File: src/rtl/msi_pkg.sv
package msi_pkg;

    localparam int VEC_MAX = 32;
    localparam int VEC_W = $clog2(VEC_MAX);
    localparam int CODE_W = 3;
    localparam logic [CODE_W-1:0] CODE_MAX = CODE_W'(VEC_W);
    localparam int DATA_W = 16;
    localparam int HALF_W = 32;

    typedef enum logic [2:0] {
        SEL_CTRL = 3'd0,
        SEL_ALO  = 3'd1,
        SEL_AHI  = 3'd2,
        SEL_DATA = 3'd3,
        SEL_MASK = 3'd4
    } cfg_sel_e;

    typedef struct packed {
        logic              en;
        logic              a64;
        logic [CODE_W-1:0] code;
        logic [HALF_W-1:0] addr_lo;
        logic [HALF_W-1:0] addr_hi;
        logic [DATA_W-1:0] base;
    } cfg_t;

    typedef struct packed {
        logic [2*HALF_W-1:0] addr;
        logic [DATA_W-1:0]   data;
        logic [VEC_W-1:0]    vec;
    } msg_t;

    // low-bit mask covering the allocated vector index
    function automatic logic [VEC_W-1:0] vec_bits(input logic [CODE_W-1:0] code);
        logic [VEC_W:0] one_hot;
        one_hot = (VEC_W+1)'(1) << code;
        return VEC_W'(one_hot - 1'b1);
    endfunction

    function automatic logic [VEC_W-1:0] fold_src(input logic [VEC_W-1:0] src_lo,
                                                  input logic [CODE_W-1:0] code);
        return src_lo & vec_bits(code);
    endfunction

    function automatic logic [DATA_W-1:0] mk_data(input logic [DATA_W-1:0] base,
                                                  input logic [CODE_W-1:0] code,
                                                  input logic [VEC_W-1:0] vec);
        logic [DATA_W-1:0] m;
        m = {{(DATA_W-VEC_W){1'b0}}, vec_bits(code)};
        return (base & ~m) | ({{(DATA_W-VEC_W){1'b0}}, vec} & m);
    endfunction

endpackage

File: src/rtl/msi_cfg_regs.sv
module msi_cfg_regs
    import msi_pkg::*;
#(
    parameter bit ADDR64_CAP = 1'b1,
    parameter bit MASK_CAP   = 1'b1
) (
    input  logic               clk,
    input  logic               rst,
    input  logic               we,
    input  logic [2:0]         sel,
    input  logic [31:0]        wdata,
    output cfg_t               cfg,
    output logic [VEC_MAX-1:0] vmask
);

    cfg_t               cfg_q;
    logic [VEC_MAX-1:0] mask_q;

    always_ff @(posedge clk) begin
        if (rst) begin
            cfg_q  <= '0;
            mask_q <= '0;
        end else if (we) begin
            case (cfg_sel_e'(sel))
                SEL_CTRL: begin
                    cfg_q.en  <= wdata[0];
                    cfg_q.a64 <= wdata[4];
                    if (wdata[3:1] <= CODE_MAX)
                        cfg_q.code <= wdata[3:1];
                end
                SEL_ALO:  cfg_q.addr_lo <= wdata;
                SEL_AHI:  cfg_q.addr_hi <= wdata;
                SEL_DATA: cfg_q.base    <= wdata[DATA_W-1:0];
                SEL_MASK: mask_q        <= wdata[VEC_MAX-1:0];
                default: ;
            endcase
        end
    end

    generate
        if (ADDR64_CAP) begin : g_a64
            assign cfg = cfg_q;
        end else begin : g_a32
            always_comb begin
                cfg         = cfg_q;
                cfg.a64     = 1'b0;
                cfg.addr_hi = '0;
            end
        end
        if (MASK_CAP) begin : g_mask
            assign vmask = mask_q;
        end else begin : g_nomask
            assign vmask = '0;
        end
    endgenerate

endmodule

File: src/rtl/msi_pend_track.sv
module msi_pend_track
    import msi_pkg::*;
#(
    parameter int NSRC = 40
) (
    input  logic               clk,
    input  logic               rst,
    input  logic [NSRC-1:0]    irq,
    input  logic [CODE_W-1:0]  code,
    input  logic               clr,
    input  logic [VEC_W-1:0]   clr_vec,
    output logic [VEC_MAX-1:0] pend
);

    logic [VEC_MAX-1:0] set_v;
    logic [VEC_MAX-1:0] clr_v;

    always_comb begin
        set_v = '0;
        for (int s = 0; s < NSRC; s++) begin
            if (irq[s])
                set_v[fold_src(VEC_W'(s), code)] = 1'b1;
        end
        clr_v = clr ? (VEC_MAX'(1) << clr_vec) : '0;
    end

    always_ff @(posedge clk) begin
        if (rst) pend <= '0;
        else     pend <= (pend & ~clr_v) | set_v;
    end

endmodule

File: src/rtl/msi_rr_arb.sv
module msi_rr_arb
    import msi_pkg::*;
(
    input  logic               clk,
    input  logic               rst,
    input  logic [VEC_MAX-1:0] req,
    input  logic               adv,
    output logic               gnt_ok,
    output logic [VEC_W-1:0]   gnt_vec
);

    logic [VEC_W-1:0] ptr;
    logic [VEC_W-1:0] idx;

    always_comb begin
        gnt_ok  = 1'b0;
        gnt_vec = '0;
        idx     = '0;
        for (int i = 0; i < VEC_MAX; i++) begin
            idx = ptr + VEC_W'(i);
            if (!gnt_ok && req[idx]) begin
                gnt_ok  = 1'b1;
                gnt_vec = idx;
            end
        end
    end

    always_ff @(posedge clk) begin
        if (rst)      ptr <= '0;
        else if (adv) ptr <= gnt_vec + 1'b1;
    end

endmodule

File: src/rtl/msi_order_ctr.sv
module msi_order_ctr #(
    parameter int CW = 8
) (
    input  logic clk,
    input  logic rst,
    input  logic accept,
    input  logic depart,
    output logic clear
);

    logic [CW-1:0] cnt;

    always_ff @(posedge clk) begin
        if (rst) cnt <= '0;
        else if (accept && !depart) cnt <= cnt + 1'b1;
        else if (depart && !accept) cnt <= cnt - 1'b1;
    end

    assign clear = (cnt == '0);

endmodule

File: src/rtl/msi_msg_gen.sv
module msi_msg_gen
    import msi_pkg::*;
#(
    parameter int NSRC       = 40,
    parameter int DMA_CW     = 8,
    parameter bit ADDR64_CAP = 1'b1,
    parameter bit MASK_CAP   = 1'b1
) (
    input  logic            clk,
    input  logic            rst,
    input  logic            cfg_we,
    input  logic [2:0]      cfg_sel,
    input  logic [31:0]     cfg_wdata,
    input  logic [NSRC-1:0] irq_req,
    input  logic            dma_accept,
    input  logic            dma_depart,
    input  logic            msg_ready,
    output logic            msg_valid,
    output logic [63:0]     msg_addr,
    output logic [15:0]     msg_data
);

    cfg_t               cfg;
    logic [VEC_MAX-1:0] mask_q;
    logic [VEC_MAX-1:0] pend;
    logic [VEC_MAX-1:0] eligible;
    logic               gnt_ok;
    logic [VEC_W-1:0]   gnt_vec;
    logic               dma_clear;
    logic               issue;
    logic               valid_q;
    msg_t               msg_q;

    // observation points for the bound checker
    logic               ctl_en;
    logic               ctl_a64;
    logic [CODE_W-1:0]  ctl_code;
    logic [VEC_W-1:0]   cur_vec;

    msi_cfg_regs #(.ADDR64_CAP(ADDR64_CAP), .MASK_CAP(MASK_CAP)) u_cfg (
        .clk(clk), .rst(rst), .we(cfg_we), .sel(cfg_sel), .wdata(cfg_wdata),
        .cfg(cfg), .vmask(mask_q)
    );

    msi_pend_track #(.NSRC(NSRC)) u_pend (
        .clk(clk), .rst(rst), .irq(irq_req), .code(cfg.code),
        .clr(issue), .clr_vec(gnt_vec), .pend(pend)
    );

    assign eligible = cfg.en ? (pend & ~mask_q) : '0;

    msi_rr_arb u_arb (
        .clk(clk), .rst(rst), .req(eligible), .adv(issue),
        .gnt_ok(gnt_ok), .gnt_vec(gnt_vec)
    );

    msi_order_ctr #(.CW(DMA_CW)) u_order (
        .clk(clk), .rst(rst), .accept(dma_accept), .depart(dma_depart),
        .clear(dma_clear)
    );

    assign issue = !valid_q && gnt_ok && dma_clear;

    always_ff @(posedge clk) begin
        if (rst) begin
            valid_q <= 1'b0;
            msg_q   <= '0;
        end else if (issue) begin
            valid_q    <= 1'b1;
            msg_q.addr <= {cfg.a64 ? cfg.addr_hi : {HALF_W{1'b0}}, cfg.addr_lo};
            msg_q.data <= mk_data(cfg.base, cfg.code, gnt_vec);
            msg_q.vec  <= gnt_vec;
        end else if (valid_q && msg_ready) begin
            valid_q <= 1'b0;
        end
    end

    assign msg_valid = valid_q;
    assign msg_addr  = msg_q.addr;
    assign msg_data  = msg_q.data;

    assign ctl_en   = cfg.en;
    assign ctl_a64  = cfg.a64;
    assign ctl_code = cfg.code;
    assign cur_vec  = msg_q.vec;

endmodule

File: config.mk
export PLATFORM = sky130hd
export DESIGN_NAME = msi_msg_gen
export DESIGN_NICKNAME = d
export VERILOG_FILES = /design/src/rtl/msi_pkg.sv /design/src/rtl/msi_cfg_regs.sv /design/src/rtl/msi_pend_track.sv /design/src/rtl/msi_rr_arb.sv /design/src/rtl/msi_order_ctr.sv /design/src/rtl/msi_msg_gen.sv
export SDC_FILE = /design/constraint.sdc
export NUM_CORES = 1
export LEC_CHECK = 0
export BUFFER_PORTS_ARGS = -buffer_cell sky130_fd_sc_hd__buf_2
export CAP_MARGIN = 20
export CORE_ASPECT_RATIO = 0.9
export CORE_MARGIN = 2
export CORE_UTILIZATION = 50
export CTS_BUF_LIST = sky130_fd_sc_hd__clkbuf_16
export CTS_CLUSTER_DIAMETER = 40
export DETAILED_ROUTE_END_ITERATION = 10
export HOLD_SLACK_MARGIN = 0.15
export PLACE_DENSITY = 0.7
export SYNTH_ARGS = -nofsm -noshare
export SYNTH_HDL_FRONTEND = slang
export SYNTH_SLANG_ARGS = --single-unit
export TNS_END_PERCENT = 100
File: constraint.sdc
create_clock -name clk -period 6.75 [get_ports clk]
set_clock_uncertainty 0.2 [all_clocks]
set_input_delay 1.0125 -clock clk [delete_from_list [all_inputs] [get_ports clk]]
set_output_delay 1.0125 -clock clk [all_outputs]
set_load 0.01 [all_outputs]
# --- Word level (Yosys, flattened, before mapping) ---
# Index checks and enable logic that the tools add are counted.
word_totals:
  output_inout_bits: 81
  register_bits: 243
  word_cells: 544
  inputBits: 81
classes:
  n_reduce_logical: 111
  addsub: 35
  n_eq_ne: 4
  n_mux: 237
  bitwise_logic: 47
  shift: 2
  order_cmp: 95
ops:
  columns: ["op", "n"]
  rows:
  - ["2-to-1 mux 32 bit", 41]
  - ["less-than comparator 5 x 6 -> 1 bit (second input constant)", 48]
  - ["binary-select mux 1 bit (select 5 bit)", 32]
  - ["2-to-1 mux 5 bit", 32]
  - ["2-to-1 mux 1 bit", 99]
  - ["adder 5 bit (second input constant)", 16]
  - [">= comparator 5 x 1 -> 1 bit (second input constant)", 16]
  - ["logical AND 1 bit", 67]
  - ["AND 32 bit", 2]
  - ["NOT 32 bit", 2]
  - ["bitwise OR 32 x 2 -> 32 bit", 2]
  - ["bitwise OR 32 x 3 -> 32 bit", 2]
  - ["bitwise OR 32 bit", 2]
  - ["bitwise OR 32 x 4 -> 32 bit", 2]
  - ["bitwise OR 32 x 5 -> 32 bit", 2]
  - ["bitwise OR 32 x 6 -> 32 bit", 2]
  - ["bitwise OR 32 x 7 -> 32 bit", 2]
  - ["bitwise OR 32 x 8 -> 32 bit", 2]
  - ["less-than comparator 4 x 6 -> 1 bit (second input constant)", 8]
  - ["adder 5 x 4 -> 5 bit (second input constant)", 8]
  - ["logical NOT 1 bit", 34]
  - [">= comparator 4 x 1 -> 1 bit (second input constant)", 8]
  - ["bitwise OR 32 x 10 -> 32 bit", 1]
  - ["bitwise OR 32 x 11 -> 32 bit", 1]
  - ["54 further kinds", 100]

# --- Logic depth before layout (Yosys ltp) ---
logic_depth:
  ltp_word: 105
  mapped_depth: 27
  ltp_nobuf: 20

# --- By module ---
# Synthesis repeated with hierarchy kept, for this count alone.
unflattened:
  cells_unflattened: 2081
  hier_area_um2: 17389.2
modules_own_cells:
  columns: ["mod", "cells_each", "seq_area_each_um2", "area_per_inst_um2", "instances"]
  rows:
  - ["msi_rr_arb", 864, 100.1, 7519.7, 1]
  - ["msi_cfg_regs", 522, 2342.2, 4240.3, 1]
  - ["msi_msg_gen", 395, 1621.6, 3291.9, 1]
  - ["msi_pend_track", 225, 640.6, 1685.4, 1]
  - ["msi_order_ctr", 75, 160.2, 651.9, 1]

# --- Least setup slack after synthesis ---
# OpenSTA, ideal clock, no wires.
synth_timing:
  path_kind: "register to register"
  startpoint: "reg u_arb.ptr[2]"
  endpoint: "reg u_arb.ptr[2]"
  setup_ps: 86
  n_path_buf: 7
  stages_incl_launch_ff: 26
  arrival_time_ps: 5771
  required_ps: 6464
  path_slack_ps: 693
  synth_period_minus_slack_ps: 6057
  path_cell_list: "dfxtp_1 buf_6 inv_1 buf_2 clkbuf_1 ha_1 buf_2 inv_1 buf_2 mux4_2 o221ai_1 and3_1 or4_4 nor4_4 nand4_4 buf_6 buf_6 nor3_1 a31oi_1 a222oi_1 o2111ai_1 o22ai_1 inv_1 ha_1 ha_1 a211oi_1"
synth_between:
  elab_chain_cells: 98
  elab_cells_between_ends: 224
  cone_classes: "32 x add/sub; 128 x mux; 64 x reduce/logical"
synth_lines:
  columns: ["element", "line", "source"]
  rows:
  - ["from (decl)", "msi_rr_arb.sv:12", "logic [VEC_W-1:0] ptr;"]
  - ["from (signal assigned)", "msi_rr_arb.sv:30", "else if (adv) ptr <= gnt_vec + 1'b1;"]
  - ["branches (longest 98 deep; another with adder 5 x 1 -> 5 bit)", null, null]
# Parallel ways; which one is timed is not known. The select of a mux whose other input is x is not followed.
# A chain may end at the register's enable or synchronous reset.

# --- Final worst setup path ---
layout_timing:
  startpoint: "reg u_arb.ptr[0]"
  endpoint: "reg u_pend.pend[0]"
layout_between:
  elab_chain_cells: 102
  elab_cells_between_ends: 228
  cone_classes: "31 x add/sub; 1 x shift; 129 x mux; 3 x bitwise; 64 x reduce/logical"
layout_lines:
  columns: ["element", "line", "source"]
  rows:
  - ["branches (longest 98 deep; another with adder 5 x 1 -> 5 bit)", null, null]
  - ["2-to-1 mux 32 bit (*)", "msi_pend_track.sv:24", "clr_v = clr ? (VEC_MAX'(1) << clr_vec) : '0;"]
  - ["NOT 32 bit (*)", "msi_pend_track.sv:29", "else pend <= (pend & ~clr_v) | set_v;"]
  - ["AND 32 bit (*)", "msi_pend_track.sv:29", null]
  - ["bitwise OR 32 bit (*)", "msi_pend_track.sv:29", null]
  - ["to (signal assigned)", "msi_pend_track.sv:29", null]
  - ["to (decl)", "msi_pend_track.sv:12", "output logic [VEC_MAX-1:0] pend"]
# Every way passes the cells marked *. The select of a mux whose other input is x is not followed.

==> metrics <==
crit path DAT=roughly 6700 ps; # resized after CTS=0; worst path required time=between 6000 and 7000 ps; initial antenna violation count=5; prevailing post-synth register cell=dfxtp_1; f_max=roughly 150 MHz; final setup fails=0; endpoints failing hold=0; register-to-register setup slack=~290 ps; via count=~18,000; worst r2r src=u_arb.ptr[0]$_SDFFE_PP0P_; CP Capture Type=flip-flop; Seq/Total Area, Yosys=29.9%; die width=a little under 200 um; Yosys cell types=96; drt total wl=66,000 um; leak pwr=6.96 nW; max cap viols=0; CTS tree=built; CTS buffer count=36; I/O pin cnt=approximately 160; first-pass GRT wire length=about 98,000 um; DRC viols=0; row cnt=just over 60; Clk pin slew, worst setup/hold paths=about 50 ps; DRT iter0 DRCs=1,817; largest net degree at the start of global routing=between 90 and 100; top cells by area, synth=dfxtp_1, nand2_1, mux4_2; RSZ-0062 raised after global routing=false; crit share post-route=approximately 96%; vias in the first global route=between 15,000 and 20,000; GRT overflow=0; Die Y=between 150 and 200 um; power density cells=between 300 and 400 nW/um^2; CP Max Fanout=18; max_slew headroom=a little under a third; Worst-Skew Late Latency=around 540 ps; Synth Register Bits=between 200 and 250; area leader, netlist=dfxtp_1; net count after synthesis=approximately 2,200; core area=roughly 32,000 um^2; clk root buf=clkbuf_16; Sink Count=roughly 240; slowest stage delay, CP=approximately 730 ps; pin slew with the least headroom to its limit=1030 ps; reg2reg end=u_pend.pend[0]$_SDFF_PP0_; Hold Crit Class=reg2reg; Post-synth EDFFs=0; post-synth top area share=~30%; Worst R2R Path Depth=16; startpoint types=flip-flop; Wirelength per Cell=around 24 um; Clock Tree Buf Depth=3; crit-path most repeated cell=buf_4; full die area=about 34,000 um^2; Max VDD drop=between 0.3 and 0.4 mV; most frequent cell after synthesis=nand2_1; fin. max-slew vios=0; Final HPWL DP=roughly 50,000 um; Post-Place Cell Area=between 15,000 and 20,000 um^2; Post-Synthesis Cells=approximately 2,100; fin crit period=6460 ps; nets=about 2,400; critical-path cell list=buf_4 -> ha_2 -> a21boi_0 -> xnor2_1 -> mux4_2 -> mux2i_1 -> buf_4 -> nand4bb_1 -> or4_4 -> nor4_4 -> nand2_1 -> a41oi_1 -> and4bb_1 -> or2_4 -> and3_1 -> a311oi_2; Hold Startpoint=msg_addr[60]$_SDFFE_PP0P_; Area growth, synth to finish=17.1%; post-cts hold buffer count=0; Final Cell Area=19,100 um^2; GP Congestion=1.07; DR pass1 iterations=7; Max stage delay cell, worst path=xnor2_1; share of post-route cells with drive strength above 1=a little under a fifth; Crit Path Class=reg2reg; hold path cells=2; Synth Cell Area=roughly 16,000 um^2; vias per cell=roughly 6.6; Starting Density=approximately half; Hold Path End=msg_addr[60]$_SDFFE_PP0P_; # Post-CTS Setup Buffers=0; htree depth=2; Port-buffer cells=around 160; status=complete, no violations; synth warn=0; all-layer global routing usage=between 30% and 40%; setup_tns=0 ps; most common library cells after synthesis=nand2_1, a21oi_1, dfxtp_1; Routed Antenna Nets=0; Mean Syn Cell Area=between 7 and 8 um^2; ys async rst share=0%
cell usage in the layout, fill, tap and decap left out, types with 36 or more instances in the layout:
cell type	instances
a21oi_1	277
buf_2	160
buf_4	101
clkbuf_16	36
dfxtp_1	242
mux2i_1	45
mux4_2	62
nand2_1	463
nand2b_1	48
nand3_1	59
nor2_1	131
nor2b_1	38
nor3_1	42
o21ai_0	36
o22ai_1	47
xnor2_1	36
how the worst max path moves through the flow:
stage	start	end	slack, ps	depth (start not counted)
after global routing	u_arb.ptr[0]$_SDFFE_PP0P_	u_pend.pend[11]$_SDFF_PP0_	50	19
after global placement	u_arb.ptr[0]$_SDFFE_PP0P_	u_pend.pend[5]$_SDFF_PP0_	330	17
after floorplan	u_arb.ptr[2]$_SDFFE_PP0P_	u_arb.ptr[2]$_SDFFE_PP0P_	690	25
after detailed placement	u_arb.ptr[0]$_SDFFE_PP0P_	u_pend.pend[9]$_SDFF_PP0_	350	17
after CTS	u_arb.ptr[0]$_SDFFE_PP0P_	u_pend.pend[15]$_SDFF_PP0_	310	17
final	u_arb.ptr[0]$_SDFFE_PP0P_	u_pend.pend[0]$_SDFF_PP0_	290	16
critical path: cells and delay by family, from the launching register on:
kind	cells	cell delay, ps
AOI/OAI and AO/OA	3	930
xor gates and xnor gates	1	730
adders and majority gates	1	480
buffers and inverters	2	500
DFF	1	340
muxes	2	960
and+or+nand+nor	7	2200
per-stage QoR:
stage,hold slack (ps),power (mW),worst slack [ps],cells,utilization (%)
global route,267,6.75,51.8,2694,59.7
CTS,251,6.40,311,2689,59.5
floorplan,231,3.50,693,2086,-
global placement,237,4.64,332,2626,55.8
detailed placement,243,4.64,350,2626,55.8
finish,249,6.51,286,2694,59.7
state kept, by name, summed over array words and instances, names as in the netlist:
signal	cells
msg_valid	1
u_arb.ptr	5
u_order.cnt	8
u_pend.pend	32
msg_addr	64
msg_data	16
u_cfg.cfg	85
u_cfg.vmask	32
cell type report:
type,count,area [um^2]
sequential,243,4870
inverter,25,93.8
fill,2953,12900
timing repair buffer,267,1690
antenna,3,7.51
clock inverter,27,260
tap,416,520
clock buffer,36,901
multi-input combinational,1677,10700
layer usage:
metal / vias up / GRT usage, % / wire length [um]
met5: - / 0 / 30
met4: 4 / 18.3 / 3450
met2: 1081 / 55.9 / 28200
li1: 7939 / - / -
met1: 8408 / 49.8 / 26300
met3: 237 / 10.0 / 7970
power breakdown:
part	leakage (nW)	switching (mW)	total [mW]	internal (mW)
clock network	0.566	0.731	1.77	1.04
registers	1.97	0.0570	1.55	1.49
logic	4.43	2.05	3.19	1.14
logic make-up (layout without fill, tap and decap cells):
kind of cell | count (synthesis) | after routing | synth area share (%)
fa+ha+maj | 26 | 26 | 2.04
buf+inv | 166 | 355 | 4.32
mux | 118 | 118 | 12.3
compound gates | 580 | 580 | 22.8
simple gates | 907 | 907 | 26.0
xor+xnor | 46 | 46 | 2.64
flops | 243 | 243 | 29.9
other cells | 0 | 3 | 0
Note: power is estimated with default switching activity, not from simulation.
